<file path="config.mk">
export PLATFORM = sky130hd
export DESIGN_NAME = mdio_mgmt_ctrl
export DESIGN_NICKNAME = d
export VERILOG_FILES = /design/src/rtl/mdio_pkg.sv /design/src/rtl/mdio_mdc_phase.sv /design/src/rtl/mdio_frame_seq.sv /design/src/rtl/mdio_mgmt_ctrl.sv
export SDC_FILE = /design/constraint.sdc
export NUM_CORES = 1
export LEC_CHECK = 0
export BUFFER_PORTS_ARGS = -buffer_cell sky130_fd_sc_hd__buf_4
export CAP_MARGIN = 20
export CORE_MARGIN = 2
export CORE_UTILIZATION = 63
export CTS_CLUSTER_DIAMETER = 60
export DETAILED_ROUTE_END_ITERATION = 8
export PLACE_DENSITY = 0.91
export SLEW_MARGIN = 20
export SYNTH_ARGS = -nofsm -noshare
export SYNTH_HDL_FRONTEND = slang
export SYNTH_SLANG_ARGS = --single-unit
</file>
<file path="constraint.sdc">
create_clock -name clk -period 4 [get_ports clk]
set_input_delay 0.2 -clock clk [delete_from_list [all_inputs] [get_ports clk]]
set_output_delay 0.2 -clock clk [all_outputs]
set_load 0.01 [all_outputs]
</file>
<file path="src/rtl/mdio_pkg.sv">
package mdio_pkg;
  localparam int REG_W      = 32;
  localparam int SEL_W      = 2;
  localparam int DIV_W      = 7;
  localparam int CNT_W      = DIV_W + 1;
  localparam int ADDR_W     = 5;
  localparam int DATA_W     = 16;
  localparam int PRE_BITS   = 32;
  localparam int FRAME_BITS = PRE_BITS + 4 + 2 * ADDR_W + 2 + DATA_W;
  localparam int IDX_W      = $clog2(FRAME_BITS);
  localparam int TA_POS     = PRE_BITS + 4 + 2 * ADDR_W;
  localparam int DATA_POS   = TA_POS + 2;

  localparam logic [SEL_W-1:0] SEL_CTRL = 2'd0;
  localparam logic [SEL_W-1:0] SEL_CMD  = 2'd1;
  localparam logic [SEL_W-1:0] SEL_DATA = 2'd2;
  localparam logic [SEL_W-1:0] SEL_STAT = 2'd3;

  localparam int CMD_RD_BIT = 15;
  localparam int CMD_WR_BIT = 14;
  localparam int PHY_LSB    = 5;
  localparam int DIV_LSB    = 9;
  localparam int PSUP_BIT   = 8;
  localparam int SRST_BIT   = 0;

  // effective divisor: field + 1, never below two
  function automatic logic [CNT_W-1:0] div_eff(input logic [DIV_W-1:0] f);
    logic [CNT_W-1:0] n;
    n = CNT_W'(f) + CNT_W'(1);
    return (n < CNT_W'(2)) ? CNT_W'(2) : n;
  endfunction

  // clocks spent with MDC low in one bit period
  function automatic logic [CNT_W-1:0] low_len(input logic [CNT_W-1:0] n);
    return n - (n >> 1);
  endfunction

  function automatic logic [FRAME_BITS-1:0] build_frame(input logic rd,
      input logic [ADDR_W-1:0] phy, input logic [ADDR_W-1:0] rg,
      input logic [DATA_W-1:0] wd);
    return {{PRE_BITS{1'b1}}, 2'b01, (rd ? 2'b10 : 2'b01), phy, rg,
            (rd ? 2'b11 : 2'b10), (rd ? {DATA_W{1'b1}} : wd)};
  endfunction

  function automatic logic bit_driven(input logic rd, input logic [IDX_W-1:0] idx);
    return !rd || (idx < IDX_W'(TA_POS));
  endfunction

  function automatic logic frame_bit(input logic [FRAME_BITS-1:0] fr,
      input logic [IDX_W-1:0] idx);
    return fr[IDX_W'(FRAME_BITS - 1) - idx];
  endfunction
endpackage

</file>
<file path="src/rtl/mdio_mdc_phase.sv">
module mdio_mdc_phase
  import mdio_pkg::*;
(
  input  logic             clk,
  input  logic             rst_n,
  input  logic             run,
  input  logic [CNT_W-1:0] n_div,
  output logic             rise_evt,
  output logic             fall_evt
);
  logic [CNT_W-1:0] cnt_q;
  logic             at_end;

  assign at_end   = (cnt_q == n_div - CNT_W'(1));
  assign rise_evt = run && (cnt_q == low_len(n_div) - CNT_W'(1));
  assign fall_evt = run && at_end;

  always_ff @(posedge clk) begin
    if (!rst_n)               cnt_q <= '0;
    else if (!run || at_end)  cnt_q <= '0;
    else                      cnt_q <= cnt_q + CNT_W'(1);
  end

  assert_cnt_in_period_R5: assert property (@(posedge clk) disable iff (!rst_n)
    run |-> (cnt_q < n_div));
endmodule

</file>
<file path="src/rtl/mdio_frame_seq.sv">
module mdio_frame_seq
  import mdio_pkg::*;
(
  input  logic              clk,
  input  logic              rst_n,
  input  logic              start,
  input  logic              abort,
  input  logic              start_rd,
  input  logic [ADDR_W-1:0] phy,
  input  logic [ADDR_W-1:0] rg,
  input  logic [DATA_W-1:0] wdata,
  input  logic              psup,
  input  logic [DIV_W-1:0]  div_field,
  input  logic              mdio_i,
  output logic              busy,
  output logic              mdc,
  output logic              mdio_o,
  output logic              mdio_oe,
  output logic              done,
  output logic              is_rd,
  output logic [DATA_W-1:0] rx_word
);
  logic [FRAME_BITS-1:0] frame_q, frame_d;
  logic [IDX_W-1:0]      bidx_q, first_idx, next_idx;
  logic [CNT_W-1:0]      n_q;
  logic                  busy_q, mdc_q, o_q, oe_q, rd_q;
  logic [DATA_W-1:0]     rx_q;
  logic                  rise_evt, fall_evt, last_bit;

  assign frame_d   = build_frame(start_rd, phy, rg, wdata);
  assign first_idx = psup ? IDX_W'(PRE_BITS) : '0;
  assign next_idx  = bidx_q + IDX_W'(1);
  assign last_bit  = (bidx_q == IDX_W'(FRAME_BITS - 1));
  assign done      = busy_q && fall_evt && last_bit;

  mdio_mdc_phase u_phase (
    .clk      (clk),
    .rst_n    (rst_n),
    .run      (busy_q),
    .n_div    (n_q),
    .rise_evt (rise_evt),
    .fall_evt (fall_evt)
  );

  always_ff @(posedge clk) begin
    if (!rst_n) begin
      busy_q <= 1'b0; mdc_q <= 1'b0; o_q <= 1'b1; oe_q <= 1'b0; rd_q <= 1'b0;
      bidx_q <= '0; frame_q <= '0; n_q <= CNT_W'(2); rx_q <= '0;
    end else if (abort) begin
      busy_q <= 1'b0; mdc_q <= 1'b0; o_q <= 1'b1; oe_q <= 1'b0;
    end else if (start) begin
      busy_q  <= 1'b1;
      mdc_q   <= 1'b0;
      n_q     <= div_eff(div_field);
      rd_q    <= start_rd;
      frame_q <= frame_d;
      bidx_q  <= first_idx;
      o_q     <= frame_bit(frame_d, first_idx);
      oe_q    <= bit_driven(start_rd, first_idx);
    end else if (busy_q) begin
      if (rise_evt) begin
        mdc_q <= 1'b1;
        if (rd_q && bidx_q >= IDX_W'(DATA_POS)) rx_q <= {rx_q[DATA_W-2:0], mdio_i};
      end
      if (fall_evt) begin
        mdc_q <= 1'b0;
        if (last_bit) begin
          busy_q <= 1'b0; oe_q <= 1'b0; o_q <= 1'b1;
        end else begin
          bidx_q <= next_idx;
          o_q    <= frame_bit(frame_q, next_idx);
          oe_q   <= bit_driven(rd_q, next_idx);
        end
      end
    end
  end

  assign busy    = busy_q;
  assign mdc     = mdc_q;
  assign mdio_o  = o_q;
  assign mdio_oe = oe_q;
  assign is_rd   = rd_q;
  assign rx_word = rx_q;

  assert_mdc_low_idle_R5: assert property (@(posedge clk) disable iff (!rst_n)
    !busy_q |-> !mdc_q);
  assert_pin_quiet_high_R6: assert property (@(posedge clk) disable iff (!rst_n)
    mdc_q |-> ($stable(o_q) && $stable(oe_q)));
  assert_read_released_R4: assert property (@(posedge clk) disable iff (!rst_n)
    (busy_q && rd_q && bidx_q >= IDX_W'(TA_POS)) |-> !oe_q);
  assert_end_on_fall_R7: assert property (@(posedge clk) disable iff (!rst_n)
    done |-> mdc_q);
endmodule

</file>
<file path="src/rtl/mdio_mgmt_ctrl.sv">
module mdio_mgmt_ctrl
  import mdio_pkg::*;
(
  input  logic             clk,
  input  logic             rst_n,
  input  logic             reg_we,
  input  logic [SEL_W-1:0] reg_sel,
  input  logic [REG_W-1:0] reg_wdata,
  output logic [REG_W-1:0] reg_rdata,
  output logic             mdc,
  output logic             mdio_o,
  output logic             mdio_oe,
  input  logic             mdio_i
);
  logic [DIV_W-1:0]  div_q;
  logic              psup_q, srst_q;
  logic [DATA_W-1:0] cmd_q, data_q;
  logic              wr_ctrl, wr_cmd, wr_data, op_ok, start;
  logic              seq_busy, seq_done, seq_rd;
  logic [DATA_W-1:0] rx_word;
  logic              unused_bits;

  assign wr_ctrl = reg_we && (reg_sel == SEL_CTRL);
  assign wr_cmd  = reg_we && (reg_sel == SEL_CMD);
  assign wr_data = reg_we && (reg_sel == SEL_DATA);
  assign op_ok   = reg_wdata[CMD_RD_BIT] ^ reg_wdata[CMD_WR_BIT];
  assign start   = wr_cmd && op_ok && !seq_busy && !srst_q;
  assign unused_bits = ^{reg_wdata[REG_W-1:DATA_W], reg_wdata[13:10], reg_wdata[7:1]};

  always_ff @(posedge clk) begin
    if (!rst_n) begin
      div_q <= '0; psup_q <= 1'b0; srst_q <= 1'b0;
    end else if (wr_ctrl) begin
      div_q  <= reg_wdata[DIV_LSB +: DIV_W];
      psup_q <= reg_wdata[PSUP_BIT];
      srst_q <= reg_wdata[SRST_BIT];
    end else begin
      srst_q <= 1'b0;
    end
  end

  always_ff @(posedge clk) begin
    if (!rst_n || srst_q) begin
      cmd_q  <= '0;
      data_q <= '0;
    end else begin
      if (start) cmd_q <= reg_wdata[DATA_W-1:0];
      if (seq_done && seq_rd)       data_q <= rx_word;
      else if (wr_data && !seq_busy) data_q <= reg_wdata[DATA_W-1:0];
    end
  end

  mdio_frame_seq u_seq (
    .clk       (clk),
    .rst_n     (rst_n),
    .start     (start),
    .abort     (srst_q),
    .start_rd  (reg_wdata[CMD_RD_BIT]),
    .phy       (reg_wdata[PHY_LSB +: ADDR_W]),
    .rg        (reg_wdata[ADDR_W-1:0]),
    .wdata     (data_q),
    .psup      (psup_q),
    .div_field (div_q),
    .mdio_i    (mdio_i),
    .busy      (seq_busy),
    .mdc       (mdc),
    .mdio_o    (mdio_o),
    .mdio_oe   (mdio_oe),
    .done      (seq_done),
    .is_rd     (seq_rd),
    .rx_word   (rx_word)
  );

  always_comb begin
    case (reg_sel)
      SEL_CTRL: reg_rdata = {16'b0, div_q, psup_q, 7'b0, srst_q};
      SEL_CMD:  reg_rdata = {16'b0, cmd_q};
      SEL_DATA: reg_rdata = {16'b0, data_q};
      default:  reg_rdata = {31'b0, seq_busy};
    endcase
  end

  assert_cmd_ignored_busy_R9: assert property (@(posedge clk) disable iff (!rst_n)
    (wr_cmd && seq_busy && !srst_q) |=> $stable(cmd_q));
  assert_data_ignored_busy_R9: assert property (@(posedge clk) disable iff (!rst_n)
    (wr_data && seq_busy && !srst_q && !seq_done) |=> $stable(data_q));
  assert_srst_self_clear_R11: assert property (@(posedge clk) disable iff (!rst_n)
    (srst_q && !(wr_ctrl && reg_wdata[SRST_BIT])) |=> (!srst_q && !seq_busy && data_q == '0));
  assert_bad_op_no_start_R2: assert property (@(posedge clk) disable iff (!rst_n)
    (wr_cmd && !op_ok && !seq_busy) |=> !seq_busy);
endmodule

</file>
; Word-level counts from Yosys, hierarchy flattened
; Cells that the tools add are included.
; W data, S select, Z words.
[word_totals]
register_bits = 115
output_inout_bits = 35
word_cells = 105
[classes]
add_sub_neg = 8
order_cmp = 6
eq_ne = 6
muxes = 30
n_bitwise = 4
reduce_logical = 36
[op_table]
columns = operator, count
row1 = $mux W16, 3
row2 = $pmux W16 S3, 1
row3 = $mux W6, 5
row4 = $mux W1, 17
row5 = $eq A8 B8 Y1, 2
row6 = $sub A8 B1 Y8 const B, 2
row7 = $lt A6 B7 Y1 const B, 2
row8 = $logic_and A1 B1 Y1, 13
row9 = $bmux W1 S6, 2
row10 = $lt A6 B6 Y1 const B, 2
row11 = $sub A6 B6 Y6 const A, 2
row12 = $add A7 B1 Y8 const B, 1
row13 = $add A8 B1 Y8 const B, 1
row14 = $lt A8 B2 Y1 const B, 1
row15 = $mux W8, 1
row16 = $reduce_and A2 Y1, 4
row17 = $reduce_bool A2 Y1, 4
row18 = $sub A8 B7 Y8, 1
row19 = $add A6 B1 Y6 const B, 1
row20 = $eq A6 B6 Y1 const B, 1
row21 = $ge A6 B6 Y1 const B, 1
row22 = $logic_not A1 Y1, 5
row23 = $reduce_and A5 Y1, 1
row24 = $logic_or A1 B1 Y1, 4
row25 = other kinds (10), 13

; Longest topological paths before layout
; Gate-level depths: netlist of run 1.
[depth]
depth_word = 8
depth_mapped = 11

; Modules after synthesis
; A second synthesis of run 1 with hierarchy kept.
[hier_totals]
cells_unflattened = 744
hier_area_um2 = 6402.4
[by_module_without_submodules]
columns = mod, instances, cells_per_inst, area_per_inst_um2, seq_area_each_um2
row1 = mdio_frame_seq, 1, 348, 3035.4, 1261.2
row2 = mdio_mgmt_ctrl, 1, 256, 2197.1, 820.8
row3 = mdio_mdc_phase, 1, 140, 1169.9, 160.2

; Worst setup path after synthesis of run 1
; No wires, ideal clock.
[synth_timing]
path_type = register to register
startpoint = register u_seq.n_q[1]
endpoint = register u_seq.rx_q[4] (netlist: u_seq.rx_word[4])
t_arrival_ps = 2573
t_required_ps = 3928
slack_ps = 1355
path_stages_with_launch = 11
synth_period_minus_slack_ps = 2645
cell_sequence = dfxtp_1 -> inv_1 -> ha_1 -> fa_1 -> nor2b_1 -> o21a_1 -> o21bai_1 -> a211oi_1 -> nor4_4 -> buf_6 -> mux2i_1
[synth_via]
elab_chain_cells = 5
[synth_rtl]
columns = item, line
row1 = start: declaration, mdio_frame_seq.sv:25  ; logic [CNT_W-1:0] n_q;
row2 = start signal: assignment, mdio_frame_seq.sv:54  ; n_q <= div_eff(div_field);
row3 = $sub A8 B7 Y8, mdio_pkg.sv:35  ; return n - (n >> 1);
row4 = $sub A8 B1 Y8, mdio_mdc_phase.sv:15  ; assign rise_evt = run && (cnt_q == low_len(n_div) - CNT_W'(1));
row5 = $eq A8 B8 Y1, mdio_mdc_phase.sv:15
row6 = $logic_and A1 B1 Y1, mdio_mdc_phase.sv:15
row7 = $reduce_and A5 Y1 (no line), n/a
row8 = end signal: assignment, mdio_frame_seq.sv:63  ; if (rd_q && bidx_q >= IDX_W'(DATA_POS)) rx_q <= {rx_q[DATA_W-2:0], mdio_i};
row9 = end: declaration, mdio_frame_seq.sv:27  ; logic [DATA_W-1:0] rx_q;
; Every way passes these cells.
; A chain may end at the register's enable or synchronous reset.

; Final worst setup path of run 1
[layout_timing]
startpoint = register u_seq.n_q[1]
endpoint = register u_seq.rx_q[10] (netlist: u_seq.rx_word[10])
; The elaborated chain is that of the path after synthesis.

==> summary.txt, run 1 <==
DP Cell Count = 767
Arr. time, crit path = 3170 ps
post-synthesis sequential area ratio = 39.14%
Longest Clk Path Bufs = 2
P_leak = 2.344 nW
Synth top area share = 39.14%
H-tree levels = 3
Critical Path RT = 4270 ps
Die H = 99.35 µm
warnings from Yosys = 0
# setup viols final = 0
area delta synth->final = 7.711%
# resized after CTS = 0
global-route wire length before repair = 21740 µm
Die W = 99.35 µm
antenna violations before repair = 0
row count = 34
Worst Path Max Fanout = 16
first drt pass iteration count = 7
r2r worst-path depth = 11
hold path cells = 3
ranking of synthesized cells by area = dfxtp_1, mux2i_1, nand2_1
Finished Layout Cells = 783
Ports = 73
Cell Area, Placed = 5968 µm²
I/O Buffers = 40
critical path class = flop to flop
Peak VDD IR = 0.2584 mV
CTS root buf = clkbuf_8
die area = 9870 µm²
vias in the first global route = 4765
Post-DP HPWL = 9470 µm
total gr overflow = 0
endpoint class of the critical path = flop
r2r setup slk = 1100 ps
Max Slew Vio Count = 0
post-route minimum period = 2902 ps
total track usage = 27.50%
Yosys reg bits = 112
layout cells sized above 1 = 12.89%
Avg Synthesized Cell Area = 8.799 µm²
Synth Flop Type = dfxtp_1
largest net degree at the start of global routing = 42
max_cap viols = 0
mapped cell area = 5728 µm²
Hold WC Path Type = input pin to flop
initial drt markers = 346
gpl congestion = 0.8485
CP startpoint kind = flop
Tcrit/Tclk final = 72.55%
CTS buffer count = 9
Syn Inst Count = 651
DR DRC count = 0
Fin. Hold Viols = 0
via/cell ratio = 6.093
antenna-violating nets left = 0
Post-synth EDFFs = 0
CP max-delay cell = dfxtp_1
max incr delay on CP = 430 ps
pwr/cell area = 339.9 nW/µm²
clk sink count = 112
WL final = 13330 µm
hold_buf cts = 0
fin area = 6170 µm²
relative slew slack = 51.28%
core area = 8763 µm²
Nets = 727
clk_lat worst skew = 390 ps
post-synthesis cell type count = 54
Setup Buffers After CTS = 0
CP Cell Sequence = inv_1 > ha_1 > fa_1 > nor2b_1 > o21a_1 > o21bai_1 > nor3b_1 > a211oi_1 > nor4_4 > buf_4 > mux2i_1
Least-Margin Pin Slew = 728.2 ps
hold path endpoint = cmd_q[11]$_SDFFE_PP0P_
clk_skew = 23.47 ps
R2R Path End = u_seq.rx_word[10]$_SDFFE_PN0P_
status = finished clean
unrepaired setup endpoints after global routing = false
Synth area leader = dfxtp_1
number of diodes = 0
async set-reset flop share out of synthesis = 0%
Starting Density = 65.36%
FMAX = 0.3446 GHz
drt wl/cell = 17.02 µm
R2R Path Start = u_seq.n_q[1]$_SDFFE_PN1P_
CTS tree = built
Worst Min Path Start = reg_wdata[11]
setup TNS = 0 ps
Worst-path clk slew = 130 ps
Via Count = 4771
layout make-up:
cell class | count | area [µm²]
well taps | 108 | 135.1
multi-input cells | 482 | 3167
flip-flops and latches | 112 | 2242
repair buffers | 48 | 360.3
clock buffers | 9 | 123.9
inverters | 17 | 63.81
clock inverters | 7 | 77.57
fillers | 623 | 2594
worst max-delay path: cells and delay by family (launching register included):
| kind | cells | cell delay (ps) |
|---|---|---|
| AOI/OAI and AO/OA | 3 | 850 |
| adders and majority gates | 2 | 620 |
| DFF | 1 | 430 |
| buffers and inverters | 2 | 370 |
| and+or+nand+nor | 3 | 360 |
| muxes | 1 | 150 |
routing by layer:
layer / track usage [%] / vias to the layer above / routed length (µm)
li1: - / 2252 / -
met1: 33.96 / 2263 / 5355
met2: 46.78 / 213 / 6541
met3: 5.552 / 43 / 1014
met5: 0 / - / 0
met4: 11.80 / 0 / 415
state kept, by name, summed over array words and instances (netlist names), 6 cells and up:
signal               count
u_seq.n_q                8
div_q                    7
data_q                  16
u_seq.u_phase.cnt_q      8
u_seq.frame_q           29
cmd_q                   16
u_seq.rx_word           16
u_seq.bidx_q             6
per-stage QoR:
step / util (%) / total power, mW / hold slack, ps / setup WS (ps)
6_report: 70.40 / 2.097 / 51.12 / 1098
5_1_grt: 70.40 / 2.162 / 69.94 / 880.1
4_1_cts: 70.40 / 2.094 / 44.79 / 1092
3_5_place_dp: 68.10 / 1.422 / 448.4 / 1133
3_3_place_gp: 68.10 / 1.410 / 441.3 / 1182
2_1_floorplan: - / 1.363 / 342.3 / 1355
synthesized netlist by cell type (2+ instances only):
| library cell | number |
|---|---|
| nor3_1 | 37 |
| ha_1 | 18 |
| xor2_1 | 17 |
| nor4_4 | 3 |
| nand4_1 | 4 |
| and2_2 | 2 |
| nor3b_1 | 2 |
| o21ai_0 | 23 |
| inv_1 | 16 |
| a21oi_1 | 50 |
| buf_6 | 4 |
| buf_2 | 7 |
| nand2_1 | 88 |
| clkbuf_1 | 23 |
| mux2i_1 | 41 |
| dfxtp_1 | 112 |
| a22o_1 | 7 |
| and3_1 | 9 |
| a211oi_1 | 12 |
| a22oi_1 | 16 |
| xnor2_1 | 21 |
| buf_4 | 16 |
| nand3_1 | 17 |
| o21a_1 | 2 |
| mux4_1 | 4 |
| mux4_2 | 4 |
| nand2b_1 | 4 |
| buf_1 | 3 |
| nor2b_1 | 6 |
| nor2_1 | 59 |
cells by family (layout without fill, tap and decap cells):
logic type | after synthesis | after routing | synth area share [%]
adder cells (fa/ha/maj) | 19 | 19 | 4.281
buffers and inverters | 72 | 81 | 6.640
AO/OA/AOI/OAI | 120 | 120 | 13.48
multiplexers | 50 | 50 | 10.83
flip-flops | 112 | 112 | 39.14
other | 1 | 16 | 0.06547
XOR/XNOR | 40 | 40 | 6.378
AND/OR/NAND/NOR | 237 | 237 | 19.18
where the power goes:
| part | total, mW | switching [mW] | internal, mW | leakage (nW) |
|---|---|---|---|---|
| Clock | 0.693 | 0.437 | 0.256 | 0.106 |
| Combinational | 0.239 | 0.146 | 0.0928 | 1.33 |
| Sequential | 1.16 | 0.0235 | 1.14 | 0.907 |
worst max path at each step:
stage                                  from  slack [ps]                             end
3_5_place_dp      u_seq.n_q[1]$_SDFFE_PN1P_        1130  u_seq.rx_word[10]$_SDFFE_PN0P_
6_report          u_seq.n_q[1]$_SDFFE_PN1P_        1100  u_seq.rx_word[10]$_SDFFE_PN0P_
5_1_grt           u_seq.n_q[1]$_SDFFE_PN1P_         880   u_seq.rx_word[7]$_SDFFE_PN0P_
3_3_place_gp   u_seq.bidx_q[0]$_SDFFE_PN0P_        1180       u_seq.mdio_o$_SDFFE_PP1P_
4_1_cts        u_seq.bidx_q[0]$_SDFFE_PN0P_        1090       u_seq.mdio_o$_SDFFE_PP1P_
2_1_floorplan     u_seq.n_q[1]$_SDFFE_PN1P_        1350   u_seq.rx_word[4]$_SDFFE_PN0P_
placed cells by master, fill, tap and decap left out, drive strengths merged, types with 22 or more instances in the layout:
cell type    n
nor2        60
nor3        37
buf         48
xnor2       22
mux2i       41
dfxtp      112
o21ai       23
a21oi       50
inv         23
nand2       89
(Power assumes the default switching activity.)
==> inputs of run 2 (changes only) <==
Settings changed: ABC_AREA from default to 1, CORE_UTILIZATION 63 to 53, PLACE_DENSITY 0.91 to 0.81.
Clock period 4 ns to 2.4 ns, I/O delays scaled along.
==> summary.txt, run 2 <==
most frequent cells in the layout = nand2_1, dfxtp_1, nor2_1
DP Cell Count = 1086 (+42%)
I/O Buffers = 40 (unchanged)
global-route wire length before repair = 26540 µm (+22%)
r2r worst-path depth = 15 (+4)
number of diodes = 0 (unchanged)
area delta synth->final = 13.49%
initial drt markers = 461 (+33%)
Die W = 112.7 µm (+13%)
CTS tree = built
Simple-Gate Fraction of Synth Area = 31.02% (+12 points)
Tcrit/Tclk final = 99.20% (+27 points)
Worst Path Max Fanout = 8 (-8)
r2r setup slk = 20 ps (-1080 ps)
multi-input logic area = 3378 µm² (+6.7%)
Ports = 73 (unchanged)
Util after Layout = 61.96% (-8.4 points)
Nets = 1015 (+40%)
post-route minimum period = 2381 ps (-521.2 ps)
core area = 11470 µm² (+31%)
die area = 12700 µm² (+29%)
FILL cells = 1046 (+68%)
Post-DP HPWL = 10970 µm (+16%)
crit path buf inv count = 2 (unchanged)
largest net degree at the start of global routing = 37 (-12%)
# setup viols final = 0 (unchanged)
post-synthesis mux area share = 0% (-11 points)
Arr. time, crit path = 2690 ps (-480 ps)
DR DRC count = 0 (unchanged)
Synth area leader = dfxtp_1
gpl congestion = 0.8759 (+3.2%)
clk_skew = 8.713 ps (-14.75 ps)
via/cell ratio = 5.424 (-11%)
internal cell power = 2.849 mW (+91%)
pwr/cell area = 559.5 nW/µm² (+65%)
Finished Layout Cells = 1106 (+41%)
P_leak = 3.136 nW (+34%)
hold path cells = 3 (unchanged)
Max Slew Vio Count = 0 (unchanged)
Worst Min Path Start = reg_wdata[0]
Starting Density = 54.60% (-11 points)
first drt pass iteration count = 5 (-2)
CP max-delay cell = fa_2
Yosys reg bits = 112 (unchanged)
unrepaired setup endpoints after global routing = true
Post-synth top cells = nand2_1, dfxtp_1, nor2_1
XOR/XNOR Fraction of Synth Area = 2.938% (-3.4 points)
clk sink count = 112 (unchanged)
PnR worst setup slack = 19.12 ps (-1079 ps)
most frequent CP cell = nand2_1
Longest Clk Path Bufs = 2 (unchanged)
Worst-path clk slew = 80 ps (-50 ps)
Levels on crit path = 15 (+4)
Net Sw Frac = 28.34% (-0.60 points)
CP startpoint kind = flop
total gr overflow = 0 (unchanged)
hold path endpoint = srst_q$_SDFF_PN0_
Biggest register = u_seq.frame_q
Least-Margin Pin Slew = 568.5 ps (-159.7 ps)
Post-synth EDFFs = 0 (unchanged)
total track usage = 25.67% (-1.8 points)
combinational fraction of design power = 13.7% (+2.3 points)
NetSw = 1.127 mW (+86%)
FMAX = 0.4200 GHz (+22%)
antenna violations before repair = 0 (unchanged)
Avg Synthesized Cell Area = 6.798 µm² (-23%)
Synth top area share = 35.81% (-3.3 points)
CTS buffer count = 9 (unchanged)
pre-CTS setup slack = -17.45 ps (-1150 ps)
total power = 3.975 mW (+90%)
layout cells sized above 1 = 15.68% (+2.8 points)
Fin. Hold Viols = 0 (unchanged)
Hold WC Path Type = input pin to flop
Top Family by Delay on Critical Path = simple AND/OR/NAND/NOR gates
Syn Inst Count = 921 (+41%)
most common cell after layout, fill and taps aside = nand2_1
max FFs per register = 29 (unchanged)
Clock Power Share = 37.7% (+4.7 points)
R2R Path Start = u_seq.n_q[1]$_SDFFE_PN1P_
Die H = 112.7 µm (+13%)
WL final = 16060 µm (+21%)
Seq pwr share = 48.7% (-6.8 points)
register area = 2245 µm² (+0.11%)
Synth Flop Type = dfxtp_1
critical path class = flop to flop
Critical Path RT = 2700 ps (-1570 ps)
status = finished clean
CP Cell Sequence = inv_2 > ha_4 > fa_2 > nand3_2 > nand2_1 > nand2_1 > nand2_1 > nand2_1 > nand4_1 > nor2_4 > nand4_4 > clkbuf_16 > nand2_1 > nand2_1 > nor2_1
CTS root buf = clkbuf_16
endpoint class of the critical path = flop
R2R Path End = u_seq.rx_word[9]$_SDFFE_PN0P_
most instantiated library cell after synthesis = nand2_1
clk_lat worst skew = 360 ps (-30 ps)
post-synthesis sequential area ratio = 35.81% (-3.3 points)
post-synthesis cell type count = 45 (-17%)
Via Count = 5999 (+26%)
max_cap viols = 0 (unchanged)
vias in the first global route = 5520 (+16%)
antenna-violating nets left = 0 (unchanged)
Compound-Gate Fraction of Synth Area = 13.59% (+0.11 points)
drt wl/cell = 14.52 µm (-15%)
max incr delay on CP = 430 ps (about the same)
H-tree levels = 3 (unchanged)
Peak VDD IR = 0.7123 mV (+180%)
relative slew slack = 62.05% (+11 points)
async set-reset flop share out of synthesis = 0% (unchanged)
largest family of logic cells by synthesized area = simple AND/OR/NAND/NOR gates
ranking of synthesized cells by area = dfxtp_1, nand2_1, nor2_1
mapped cell area = 6261 µm² (+9.3%)
Post-Synth Adder-Cell Area = 3.917% (-0.36 points)
warnings from Yosys = 0 (unchanged)
row count = 39 (+15%)
[run 2: worst max path at each step]
stage	from	endpoint	slack, ps
after floorplan	u_seq.n_q[1]$_SDFFE_PN1P_	u_seq.rx_word[10]$_SDFFE_PN0P_	90
after global placement	u_seq.n_q[1]$_SDFFE_PN1P_	u_seq.rx_word[12]$_SDFFE_PN0P_	90
after detailed placement	u_seq.n_q[1]$_SDFFE_PN1P_	u_seq.rx_word[11]$_SDFFE_PN0P_	-20
after CTS	u_seq.n_q[1]$_SDFFE_PN1P_	u_seq.rx_word[8]$_SDFFE_PN0P_	40
after global routing	u_seq.n_q[1]$_SDFFE_PN1P_	u_seq.rx_word[9]$_SDFFE_PN0P_	-90
final	u_seq.n_q[1]$_SDFFE_PN1P_	u_seq.rx_word[9]$_SDFFE_PN0P_	20
[run 2: tightest hold or removal path: cells and delay by family]
| family | cells | cell delay, ps |
|---|---|---|
| buffers and inverters | 1 | 130 |
| AND/OR/NAND/NOR | 2 | 100 |
[run 2: repair_timing]
action / in CTS / in global routing
hold endpoints to repair: 1 / 0
setup buffers: 1 / 1
resized for setup: 0 / 30
pin swaps: 1 / 10
hold buffers: 1 / 0
endpoints found under the setup margin: 15 / 27
gates cloned: 0 / 1
[run 2: layout make-up]
class | instances | share of cell area [%]
timing repair buffer | 64 | 7.748
sequential | 112 | 31.59
tap | 143 | 2.518
inverter | 123 | 6.498
clock buffer | 11 | 3.416
clock inverter | 5 | 0.6867
multi-input combinational | 648 | 47.54
[run 2: per-stage QoR]
step	hold slack, ps	TNS [ps]	instance area [µm²]
CTS	23.46	0	6974
finish	33.32	0	7106
detailed placement	361.2	-59.81	6653
floorplan	239.2	0	6317
global route	23.55	-1311	7106
global placement	349.8	0	6653
[run 2: per-layer routing]
metal	share of wire (%)	GRT usage, %	up-vias
met1	44	33.64	2794
met4	2.4	9.593	0
met3	5.3	4.928	31
met2	48	42.20	195
li1	-	-	2979
met5	0	0	-
[run 2: cell families after synthesis]
logic type | Yosys count
buffers and inverters | 176
xor gates and xnor gates | 21
AOI/OAI and AO/OA | 155
adders and majority gates | 19
DFF | 112
other | 1
and+or+nand+nor | 437
[run 2: power by group through the flow]
stage | Combinational, mW | Clock [mW] | Sequential, mW
floorplan | 0.393 | 0 | 1.97
global placement | 0.505 | 0 | 1.98
detailed placement | 0.513 | 0 | 1.98
CTS | 0.519 | 1.52 | 1.93
global route | 0.607 | 1.59 | 1.94
finish | 0.543 | 1.50 | 1.94
==> inputs of run 3 (changes only) <==
Settings changed: CELL_PAD_IN_SITES_DETAIL_PLACEMENT from default to 1, CELL_PAD_IN_SITES_GLOBAL_PLACEMENT from default to 1, CORE_UTILIZATION 53 to 38.
==> summary.txt, run 3 (synthesis gave the netlist of run 2 again) <==
status = finished clean
r2r setup slk = 50 ps (+30 ps)
Hold WC Path Type = input pin to flop
max_cap viols = 0 (unchanged)
H-tree levels = 3 (unchanged)
total gr overflow = 0 (unchanged)
DR DRC count = 0 (unchanged)
gpl congestion = 0.8427 (-3.8%)
FMAX = 0.4262 GHz (+1.5%)
Fin. Hold Viols = 0 (unchanged)
clk sink count = 112 (unchanged)
CTS buffer count = 9 (unchanged)
Max Slew Vio Count = 0 (unchanged)
# setup viols final = 0 (unchanged)
Post-DP HPWL = 13270 µm (+21%)
pre-CTS setup slack = -9.742 ps (+7.703 ps)
internal cell power = 2.899 mW (+1.8%)
Biggest register = u_seq.frame_q
total power = 4.119 mW (+3.6%)
most frequent cells in the layout = nand2_1, dfxtp_1, nor2_1
FILL cells = 2100 (+100%)
Worst Path Max Fanout = 8 (unchanged)
P_leak = 3.180 nW (+1.4%)
global-route wire length before repair = 30560 µm (+15%)
drt wl/cell = 16.48 µm (+14%)
Net Sw Frac = 29.62% (+1.3 points)
Peak VDD IR = 0.3560 mV (-50%)
Longest Clk Path Bufs = 2 (unchanged)
Tcrit/Tclk final = 97.75% (-1.5 points)
endpoint class of the critical path = flop
combinational fraction of design power = 14.0% (+0.3 points)
CTS tree = built
Util after Layout = 45.48% (-16 points)
area delta synth->final = 16.23%
Least-Margin Pin Slew = 606.6 ps (+38.12 ps)
relative slew slack = 59.50% (-2.5 points)
post-route minimum period = 2346 ps (-34.83 ps)
clk_skew = 11.77 ps (+3.057 ps)
Arr. time, crit path = 2660 ps (-30 ps)
I/O Buffers = 40 (unchanged)
Via Count = 6059 (+1.0%)
Nets = 1019 (+0.39%)
Die H = 132.4 µm (+17%)
layout cells sized above 1 = 16.24% (+0.56 points)
Cell Area, Placed = 6766 µm² (+1.7%)
CP startpoint kind = flop
antenna violations before repair = 0 (unchanged)
max FFs per register = 29 (unchanged)
row count = 46 (+18%)
critical path class = flop to flop
Die W = 132.4 µm (+17%)
number of diodes = 0 (unchanged)
largest net degree at the start of global routing = 36 (-2.7%)
Worst-path clk slew = 80 ps (about the same)
Critical Path RT = 2710 ps (about the same)
clk_lat worst skew = 370 ps (about the same)
NetSw = 1.220 mW (+8.3%)
setup TNS = 0 ps (unchanged)
WL final = 19500 µm (+21%)
Clock Power Share = 39.0% (+1.3 points)
vias in the first global route = 5985 (+8.4%)
Ports = 73 (unchanged)
total track usage = 21.72% (-4.0 points)
PnR worst setup slack = 53.96 ps (+34.83 ps)
antenna-violating nets left = 0 (unchanged)
core area = 16000 µm² (+40%)
Seq pwr share = 47.0% (-1.7 points)
unrepaired setup endpoints after global routing = true
Starting Density = 39.13% (-15 points)
CTS root buf = clkbuf_16
die area = 17520 µm² (+38%)
pwr/cell area = 566.1 nW/µm² (+1.2%)
initial drt markers = 315 (-32%)
first drt pass iteration count = 4 (-1)
via/cell ratio = 5.122 (-5.6%)
fin area = 7277 µm² (+2.4%)
most common cell after layout, fill and taps aside = nand2_1
run 3: cell types whose count changed in the layout (fill, tap and decap cells not counted), sizes merged:
cell,previous run,this run
buf,62,65
clkbuf,12,13
clkinv,7,6
inv,121,122
run 3: cell type report:
cell class	count	area, µm²	area share [%]
timing repair buffer	68	598.1	8.219
tap	216	270.3	3.714
inverter	123	464.2	6.379
multi-input combinational	648	3392	46.61
clock buffer	11	252.7	3.473
sequential	112	2243	30.83
clock inverter	5	56.30	0.7737
run 3: per-stage QoR:
step	hold WS [ps]	instances
finish	29.04	1183
global route	22.65	1183
CTS	20.38	1180
detailed placement	364.5	1162
global placement	349.0	1162
floorplan	239.2	936
run 3: worst paths after layout:
path | endpoint | start | cells past startpoint
worst max-delay path | u_seq.rx_word[3]$_SDFFE_PN0P_ | u_seq.n_q[1]$_SDFFE_PN1P_ | 12
worst min-delay path | srst_q$_SDFF_PN0_ | reg_wdata[0] | 3
worst max register to register | u_seq.rx_word[3]$_SDFFE_PN0P_ | u_seq.n_q[1]$_SDFFE_PN1P_ | 12
worst min register to register | u_seq.mdc$_SDFFE_PP0P_ | u_seq.mdc$_SDFFE_PP0P_ | 2
run 3: worst max-delay path, cell delays in order (launching register included):
cell	delay, ps
dfxtp_2	340
inv_2	50
ha_4	170
fa_2	590
o21ai_1	80
a21oi_1	130
nand4_1	140
nor2_4	200
nand4_4	160
buf_12	200
nand2_2	60
nand2_2	50
nor2_2	110
run 3: timing repair:
| item | in CTS | in global routing |
|---|---|---|
| gates cloned | 0 | 2 |
| hold buffers | 1 | 0 |
| setup buffers | 1 | 1 |
| pin swaps | 1 | 11 |
| resized for setup | 0 | 29 |
| hold endpoints to repair | 1 | 0 |
| setup endpoints to repair | 16 | 37 |
run 3: metal layers:
metal / share of wire [%] / up-vias / global-route usage [%]
met5: 0 / - / 0
met3: 3.0 / 28 / 3.153
met2: 49 / 112 / 38.00
met1: 46 / 2935 / 27.76
met4: 1.8 / 0 / 6.213
li1: - / 2984 / -
run 3: power by group through the flow:
stage | clock (mW) | combinational (mW) | sequential, mW
CTS | 1.63 | 0.547 | 1.93
floorplan | 0 | 0.393 | 1.97
finish | 1.61 | 0.577 | 1.93
global placement | 0 | 0.524 | 1.98
global route | 1.70 | 0.641 | 1.94
detailed placement | 0 | 0.539 | 1.98
